## config.mk

```make
export PLATFORM = sky130hd
export DESIGN_NAME = sstdc_core
export DESIGN_NICKNAME = d
export VERILOG_FILES = /design/src/rtl/sstdc_pkg.sv /design/src/rtl/sstdc_phase_dec.sv /design/src/rtl/sstdc_lfsr.sv /design/src/rtl/sstdc_ctrl.sv /design/src/rtl/sstdc_core.sv
export SDC_FILE = /design/constraint.sdc
export NUM_CORES = 1
export LEC_CHECK = 0
export BUFFER_PORTS_ARGS = -buffer_cell sky130_fd_sc_hd__buf_2
export CAP_MARGIN = 0
export CORE_ASPECT_RATIO = 1.4
export CORE_MARGIN = 2
export CORE_UTILIZATION = 51
export CTS_CLUSTER_SIZE = 12
export DETAILED_ROUTE_END_ITERATION = 8
export PLACE_DENSITY = 0.76
export SLEW_MARGIN = 30
export SYNTH_ARGS = -nofsm -noshare
export SYNTH_HDL_FRONTEND = slang
export SYNTH_SLANG_ARGS = --single-unit
```

## constraint.sdc

```tcl
create_clock -name clk -period 1.96 [get_ports clk]
set_input_delay 0.196 -clock clk [delete_from_list [all_inputs] [get_ports clk]]
set_output_delay 0.196 -clock clk [all_outputs]
set_load 0.02 [all_outputs]
```

## src/rtl/sstdc_pkg.sv

```systemverilog
package sstdc_pkg;

    typedef enum logic [1:0] {
        ST_IDLE = 2'd0,
        ST_RUN  = 2'd1,
        ST_DONE = 2'd2
    } sstdc_state_e;

    // Fibonacci step: shift left, feed the parity of the tapped bits into bit 0.
    function automatic logic [31:0] lfsr_step(input logic [31:0] q,
                                              input logic [31:0] taps,
                                              input int unsigned width);
        logic fb;
        fb = ^(q & taps);
        return ((q << 1) | {31'd0, fb}) & ((32'd1 << width) - 32'd1);
    endfunction

    // Tap pattern of phase k in a ring of n inverting stages (Johnson order).
    function automatic logic [31:0] ring_pattern(input int unsigned k,
                                                 input int unsigned n);
        logic [31:0] full;
        full = (32'd1 << n) - 32'd1;
        if (k <= n)
            return (32'd1 << k) - 32'd1;
        else
            return full & ~((32'd1 << (k - n)) - 32'd1);
    endfunction

endpackage

```

## src/rtl/sstdc_phase_dec.sv

```systemverilog
module sstdc_phase_dec #(
    parameter int NCELL = 4,
    parameter int PH_W  = $clog2(2 * NCELL)
) (
    input  logic [NCELL-1:0] taps_i,
    output logic [PH_W-1:0]  phase_o,
    output logic             err_o
);
    import sstdc_pkg::*;

    localparam int STATES = 2 * NCELL;

    logic [STATES-1:0] hit;

    for (genvar k = 0; k < STATES; k++) begin : g_match
        localparam logic [31:0] PAT = ring_pattern(k, NCELL);
        assign hit[k] = (taps_i == PAT[NCELL-1:0]);
    end

    always_comb begin
        phase_o = '0;
        for (int k = 0; k < STATES; k++) begin
            if (hit[k]) phase_o = PH_W'(k);
        end
    end

    assign err_o = ~|hit;

endmodule

```

## src/rtl/sstdc_lfsr.sv

```systemverilog
module sstdc_lfsr #(
    parameter int          LFSR_W = 8,
    parameter logic [31:0] TAPS   = 32'h0000_00B8,
    parameter logic [31:0] SEED   = 32'h0000_0001,
    parameter int          OUT_W  = 3
) (
    input  logic             clk,
    input  logic             rst,
    input  logic             adv_i,
    output logic [OUT_W-1:0] sel_o
);
    import sstdc_pkg::*;

    logic [LFSR_W-1:0] q;

    always_ff @(posedge clk) begin
        if (rst)
            q <= SEED[LFSR_W-1:0];
        else if (adv_i)
            q <= LFSR_W'(lfsr_step(32'(q), TAPS, LFSR_W));
    end

    assign sel_o = q[OUT_W-1:0];

endmodule

```

## src/rtl/sstdc_ctrl.sv

```systemverilog
module sstdc_ctrl #(
    parameter int LAP_W = 2
) (
    input  logic             clk,
    input  logic             rst,
    input  logic             start_i,
    input  logic             stop_i,
    input  logic             lap_i,
    output logic             run_o,
    output logic             cap_o,
    output logic [LAP_W-1:0] laps_o
);
    import sstdc_pkg::*;

    sstdc_state_e state, state_nx;
    logic         arm;

    assign arm   = (state == ST_IDLE) && start_i;
    assign run_o = (state == ST_RUN);
    assign cap_o = run_o && stop_i;

    always_comb begin
        state_nx = state;
        unique case (state)
            ST_IDLE: if (start_i) state_nx = ST_RUN;
            ST_RUN:  if (stop_i)  state_nx = ST_DONE;
            ST_DONE:              state_nx = ST_IDLE;
            default:              state_nx = ST_IDLE;
        endcase
    end

    always_ff @(posedge clk) begin
        if (rst) begin
            state  <= ST_IDLE;
            laps_o <= '0;
        end else begin
            state <= state_nx;
            if (arm)
                laps_o <= '0;
            else if (run_o && lap_i && !stop_i)
                laps_o <= laps_o + LAP_W'(1);
        end
    end

endmodule

```

## src/rtl/sstdc_core.sv

```systemverilog
module sstdc_core #(
    parameter int          NCELL     = 4,
    parameter int          LAP_W     = 2,
    parameter int          LFSR_W    = 8,
    parameter logic [31:0] LFSR_TAPS = 32'h0000_00B8,
    parameter logic [31:0] LFSR_SEED = 32'h0000_0001
) (
    input  logic         clk,
    input  logic         rst,
    input  logic         start_i,
    input  logic         stop_i,
    input  logic         lap_i,
    input  logic [3:0]   taps_i,
    output logic         ring_en_o,
    output logic [2:0]   start_phase_o,
    output logic         res_valid_o,
    output logic [4:0]   res_code_o,
    output logic [2:0]   res_phase_o,
    output logic         res_err_o
);
    // Phase steps per lap are 2*NCELL and must be a power of two so that
    // {laps, phase} is the linear step count.
    localparam int PH_W   = $clog2(2 * NCELL);
    localparam int CODE_W = LAP_W + PH_W;

    typedef struct packed {
        logic              err;
        logic [PH_W-1:0]   phase;
        logic [CODE_W-1:0] code;
    } sstdc_result_t;

    logic              run, cap;
    logic [LAP_W-1:0]  laps;
    logic [PH_W-1:0]   ph_dec, ph_start;
    logic              ph_err;
    logic [CODE_W-1:0] raw_steps;
    sstdc_result_t     res_nx, res_q;
    logic              valid_q;

    sstdc_ctrl #(.LAP_W(LAP_W)) ctrl_i (
        .clk    (clk),
        .rst    (rst),
        .start_i(start_i),
        .stop_i (stop_i),
        .lap_i  (lap_i),
        .run_o  (run),
        .cap_o  (cap),
        .laps_o (laps)
    );

    sstdc_phase_dec #(.NCELL(NCELL), .PH_W(PH_W)) dec_i (
        .taps_i (taps_i[NCELL-1:0]),
        .phase_o(ph_dec),
        .err_o  (ph_err)
    );

    sstdc_lfsr #(
        .LFSR_W(LFSR_W),
        .TAPS  (LFSR_TAPS),
        .SEED  (LFSR_SEED),
        .OUT_W (PH_W)
    ) lfsr_i (
        .clk  (clk),
        .rst  (rst),
        .adv_i(cap),
        .sel_o(ph_start)
    );

    assign raw_steps = {laps, ph_dec};

    always_comb begin
        res_nx.err   = ph_err;
        res_nx.phase = ph_start;
        res_nx.code  = ph_err ? '0 : raw_steps - CODE_W'(ph_start);
    end

    always_ff @(posedge clk) begin
        if (rst) begin
            valid_q <= 1'b0;
            res_q   <= '0;
        end else begin
            valid_q <= cap;
            if (cap) res_q <= res_nx;
        end
    end

    assign ring_en_o     = run;
    assign start_phase_o = 3'(ph_start);
    assign res_valid_o   = valid_q;
    assign res_code_o    = 5'(res_q.code);
    assign res_phase_o   = 3'(res_q.phase);
    assign res_err_o     = res_q.err;

endmodule

```

# Yosys cells after proc, flatten, opt, wreduce, memory -nomap -nowiden
# Index checks and enable logic that the tools add are counted.
word_totals:
  ff_bits: 22
  wordCells: 43
  output_inout_bits: 14
  input_bits: 9
classes:
  eq_ne: 10
  n_addsub: 2
  muxes: 11
  reduce_logical: 12
  bitwise: 1
ops:
  columns: ["op", "count"]
  rows:
  - ["$reduce_xor A32 Y1", 1]
  - ["$eq A4 B4 Y1 const B", 4]
  - ["$mux W3", 4]
  - ["$mux W2", 4]
  - ["$or A8 B1 Y8", 1]
  - ["$reduce_or A8 Y1", 1]
  - ["$mux W5", 1]
  - ["$sub A5 B3 Y5", 1]
  - ["$eq A4 B1 Y1 const B", 1]
  - ["$eq A4 B2 Y1 const B", 1]
  - ["$eq A4 B3 Y1 const B", 1]
  - ["$logic_and A1 B1 Y1", 4]
  - ["$logic_not A4 Y1", 1]
  - ["$ne A2 B2 Y1 const B", 2]
  - ["$pmux W2 S2", 1]
  - ["$add A2 B1 Y2 const B", 1]
  - ["$eq A2 B1 Y1 const B", 1]
  - ["$logic_not A1 Y1", 2]
  - ["$logic_not A2 Y1", 1]
  - ["$reduce_and A2 Y1", 1]
  - ["$reduce_or A2 Y1", 1]
  - ["$mux W1", 1]

# Logic depth before layout (Yosys ltp)
logic_depth:
  ltp_word: 10
  depth_mapped: 10
  ltp_nobuf: 9

# By module
# A second synthesis with hierarchy kept.
unflattened:
  hier_cells: 116
  area_unflattened_um2: 1107.3
by_module_without_submodules:
  columns: ["module", "cells_each", "seq_area_each_um2", "n_inst", "area_per_inst_um2"]
  rows:
  - ["sstdc_core", 54, 200.2, 1, 499.2]
  - ["sstdc_lfsr", 33, 160.2, 1, 329.1]
  - ["sstdc_ctrl", 18, 80.1, 1, 180.2]
  - ["sstdc_phase_dec", 11, 0.0, 1, 98.8]

# Worst setup path after synthesis
# No wires, ideal clock.
synth_path:
  path_kind: "input to register"
  start: "input taps_i[1]"
  end: "register res_q, in the netlist res_code_o[4]"
  n_path_buf: 1
  setup_ns: 0.070
  t_required_ns: 1.890
  setup_slack_ns: 0.165
  arrival_time_ns: 1.724
  path_stages: 10
  cell_sequence: "buf_2 xnor2_1 nand2_1 ha_1 inv_1 fa_1 a211oi_1 xor2_1 nand3_1 a21oi_1"
synth_via:
  elab_chain_cells: 10
  word_cells_on_any_way: 18
  cone_classes: "add/sub (1); eq/ne (7); mux (8); reduce/logical (2)"
synth_rtl:
  columns: ["element", "line_no", "rtl"]
  rows:
  - ["start: declaration", "sstdc_core.sv:13", "input logic [3:0] taps_i,"]
  - ["$eq A4 B1 Y1", "sstdc_phase_dec.sv:17", "assign hit[k] = (taps_i == PAT[NCELL-1:0]);"]
  - ["$mux W1", "sstdc_phase_dec.sv:23", "if (hit[k]) phase_o = PH_W'(k);"]
  - ["$mux W2 (2 in series)", "sstdc_phase_dec.sv:23", null]
  - ["$mux W3 (4 in series)", "sstdc_phase_dec.sv:23", null]
  - ["$sub A5 B3 Y5", "sstdc_core.sv:74", "res_nx.code = ph_err ? '0 : raw_steps - CODE_W'(ph_start);"]
  - ["$mux W5 (*)", "sstdc_core.sv:74", null]
  - ["end signal: assignment", "sstdc_core.sv:83", "if (cap) res_q <= res_nx;"]
  - ["end: declaration", "sstdc_core.sv:37", "sstdc_result_t res_nx, res_q;"]
# Mark *: on every way between the ends. The rest lies on a longest branch, timed or not.
# A chain may end at the register's enable or synchronous reset.

# Worst setup path after layout
layout_path:
  start: "register lfsr_i.q[0]"
  end: "register res_q, in the netlist res_code_o[4]"
layout_via:
  elab_chain_cells: 2
layout_rtl:
  columns: ["element", "line_no", "rtl"]
  rows:
  - ["start: declaration", "sstdc_lfsr.sv:14", "logic [LFSR_W-1:0] q;"]
  - ["start signal: assignment", "sstdc_lfsr.sv:18", "q <= SEED[LFSR_W-1:0];"]
  - ["start signal: assignment", "sstdc_lfsr.sv:20", "q <= LFSR_W'(lfsr_step(32'(q), TAPS, LFSR_W));"]
  - ["$sub A5 B3 Y5", "sstdc_core.sv:74", null]
  - ["$mux W5", "sstdc_core.sv:74", null]
# No other way between the ends.

==> flow_summary.yaml <==
global_route:
  grt_max_degree: 20
  grt_pass1_vias: 690
  grt_usage: 0.162
  grt_pass1_wl_um: 2760
  antenna_found_initial: 0
  grt_overflow: 0
yosys:
  yosysMostFrequentCell: "nand2_1"
  synthTopCellsByArea: "dfxtp_1 (38%), nand2_1 (8.7%), a21oi_1 (5.6%)"
  async_flop_share: 0
  avgSynthCellArea_sq_um: 8.68
  yosys.area.top_type_share: 0.384
  synth_nets: 127
  synth_area_sq_um: 990
  synth_top_area_cell: "dfxtp_1"
  synthCells: 114
  yosys_warnings: 0
  yosys-top-cells-count: "nand2_1 (23), dfxtp_1 (19), a21oi_1 (11)"
  synth_ff_type: "dfxtp_1"
  ys_seq_elements: 19
  synth_edf_count: 0
  synth_cell_type_count: 30
  ys_seq_area_frac: 0.384
status:
  status: "complete, no violations"
layout:
  fin_util: 0.606
  syn_to_final_growth_pct: 10.2
  drive_above_1_share: 0.254
  nets: 144
  antennaDiodeCount: 0
  fill_cells: 158
setup_path:
  cp-end-kind: "flip-flop"
  timing.rr.end: "res_code_o[4]"
  cp.arrival_ns: 2.00
  reg2reg_from: "lfsr_i.q[0]"
  reg2reg_slack_ns: 0.18
  r2r_cells: 7
  cp-start-kind: "flip-flop"
  crit_fanout: 4
  worstPathRequired_ns: 2.18
  critical_path_class: "reg -> reg"
routing:
  vias: 778
  drt-wirelength-per-cell_um: 11.0
  via_per_inst: 5.19
  routed_wl_um: 1650
  drtIter0Drc: 1
  drc: 0
  ant_nets: 0
  firstDrtPassIters: 5
timing:
  finalMaxSlewViolations: 0
  tightest_slew_ns: 0.440
  relSlewSlack: 0.707
  fin_crit_ns: 1.78
  fmax_mhz: 563
  period_share: 0.906
  rsz0062_at_grt: "false"
  finClkSkew_ns: 0.00337
  hold_viol: 0
  setup_violations: 0
  setup_tns_ns: 0
die:
  core_area_sq_mm: 0.00180
  num_io_pins: 23
  die_x_um: 41.2
  fp.dieH_um: 56.1
  num_rows: 18
  start_util: 0.549
  die_area_sq_mm: 0.00231
placed_design:
  gp_congestion: 0.784
  port_buffers: 22
  dp_hpwl_um: 1320
cts:
  cts_tree: "built"
  clock_path_buffers: 2
  clock_sinks: 19
  postCtsHoldBufs: 0
  cts_made_buffers: 3
  htree_levels: 1
  cts_resized: 0
  clkTransAtPathRegs_ns: 0.10
  postCtsSetupBuffers: 0
  clockRootBuffer: "clkbuf_4"
  clock_latency_ns: 0.29
worst_hold_path:
  whs_path_depth: 2
  hold_end: "ctrl_i.laps_o[0]"
  worst_hold_path_type: "in -> reg"
  hold_start: "start_i"
run:
  maxCapViolCount: 0
power:
  finalPower_w: 0.000730
  worst_ir_drop_vdd_uv: 642
  cellLeakagePower_nw: 0.456
  p_per_area_mw_per_mm2: 669
final cells by class:
cell class	instances	area [sq um]	share of cell area
multi-input cells	80	527	0.483
flip-flops and latches	19	380	0.349
repair buffers	23	118	0.108
clock buffers	4	26.3	0.0241
well taps	20	25.0	0.0229
inverters	4	15.0	0.0138
worst max-delay path: stages (launching register included):
cell and delay, ns:
dfxtp_1 0.40, ha_1 0.18, inv_1 0.05, fa_1 0.39
a211oi_1 0.28, xor2_1 0.17, nand3_1 0.09, a21oi_1 0.15
cell families after synthesis:
kind of cell             Yosys count  synth area share
AND/OR/NAND/NOR                   41             0.197
AO/OA/AOI/OAI                     20             0.128
flip-flops                        19             0.384
buffers and inverters             15            0.0834
XOR/XNOR                          10            0.0885
multiplexers                       5            0.0607
adder cells (fa/ha/maj)            4            0.0582
layer usage:
| layer | GRT usage | up-vias | wire (um) |
|---|---|---|---|
| met5 | 0 | - | 0 |
| met4 | 0.0276 | 0 | 14 |
| met3 | 0.0240 | 4 | 57 |
| met2 | 0.275 | 13 | 840 |
| met1 | 0.209 | 358 | 735 |
| li1 | - | 403 | - |
through the flow:
step | cells | setup WS (ns) | hold WS (ns) | instance area, sq um
floorplan | 114 | 0.165 | 0.289 | 990
global placement | 146 | 0.0943 | 0.416 | 1060
CTS | 150 | 0.182 | 0.114 | 1090
detailed placement | 146 | 0.0526 | 0.422 | 1060
finish | 150 | 0.184 | 0.116 | 1090
global route | 150 | 0.0351 | 0.122 | 1090
power by group:
group	switching (W)	total (W)	internal, W
sequential	0.00000758	0.000404	0.000397
combinational	0.0000790	0.000137	0.0000585
clock	0.000109	0.000188	0.0000790
how the worst max path moves through the flow:
stage	start	to	slack (ns)
2_1_floorplan	taps_i[1]	res_code_o[4]	0.17
3_5_place_dp	taps_i[1]	res_code_o[4]	0.05
5_1_grt	lfsr_i.q[0]	res_code_o[4]	0.04
6_report	lfsr_i.q[0]	res_code_o[4]	0.18
4_1_cts	lfsr_i.q[0]	res_code_o[4]	0.18
3_3_place_gp	taps_i[0]	res_code_o[4]	0.09
placed cells by master (no fill, tap or decap):
| cell type | synthesis | routed |
|---|---|---|
| nand2_1 | 23 | 23 |
| buf_2 | 3 | 22 |
| dfxtp_1 | 19 | 19 |
| a21oi_1 | 11 | 11 |
| xnor2_1 | 6 | 6 |
| nor2_1 | 5 | 5 |
| xor2_1 | 4 | 4 |
| inv_1 | 4 | 4 |
| mux2i_1 | 3 | 3 |
| a211oi_1 | 3 | 3 |
| nand3_1 | 3 | 3 |
| ha_1 | 3 | 3 |
| clkbuf_4 | 0 | 3 |
| nand3b_1 | 2 | 2 |
| o21ai_0 | 2 | 2 |
| mux2_4 | 2 | 2 |
| and2b_1 | 1 | 1 |
| or2b_1 | 1 | 1 |
| and2_2 | 1 | 1 |
| and2_1 | 1 | 1 |
| and4bb_2 | 1 | 1 |
| a211o_1 | 1 | 1 |
| nor3_1 | 1 | 1 |
| nor3b_1 | 1 | 1 |
| a31o_2 | 1 | 1 |
| or3_1 | 1 | 1 |
| a21oi_2 | 1 | 1 |
| a211oi_2 | 1 | 1 |
| fa_1 | 1 | 1 |
| clkbuf_1 | 2 | 1 |
| buf_4 | 6 | 1 |
sequential cells by signal (all words and copies together), names as in the netlist:
name	cells
lfsr_i.q	6
res_code_o	5
ctrl_i.laps_o	2
ctrl_i.state	2
res_phase_o	2
res_err_o	1
res_valid_o	1
Power figures use the tool's default switching activity.
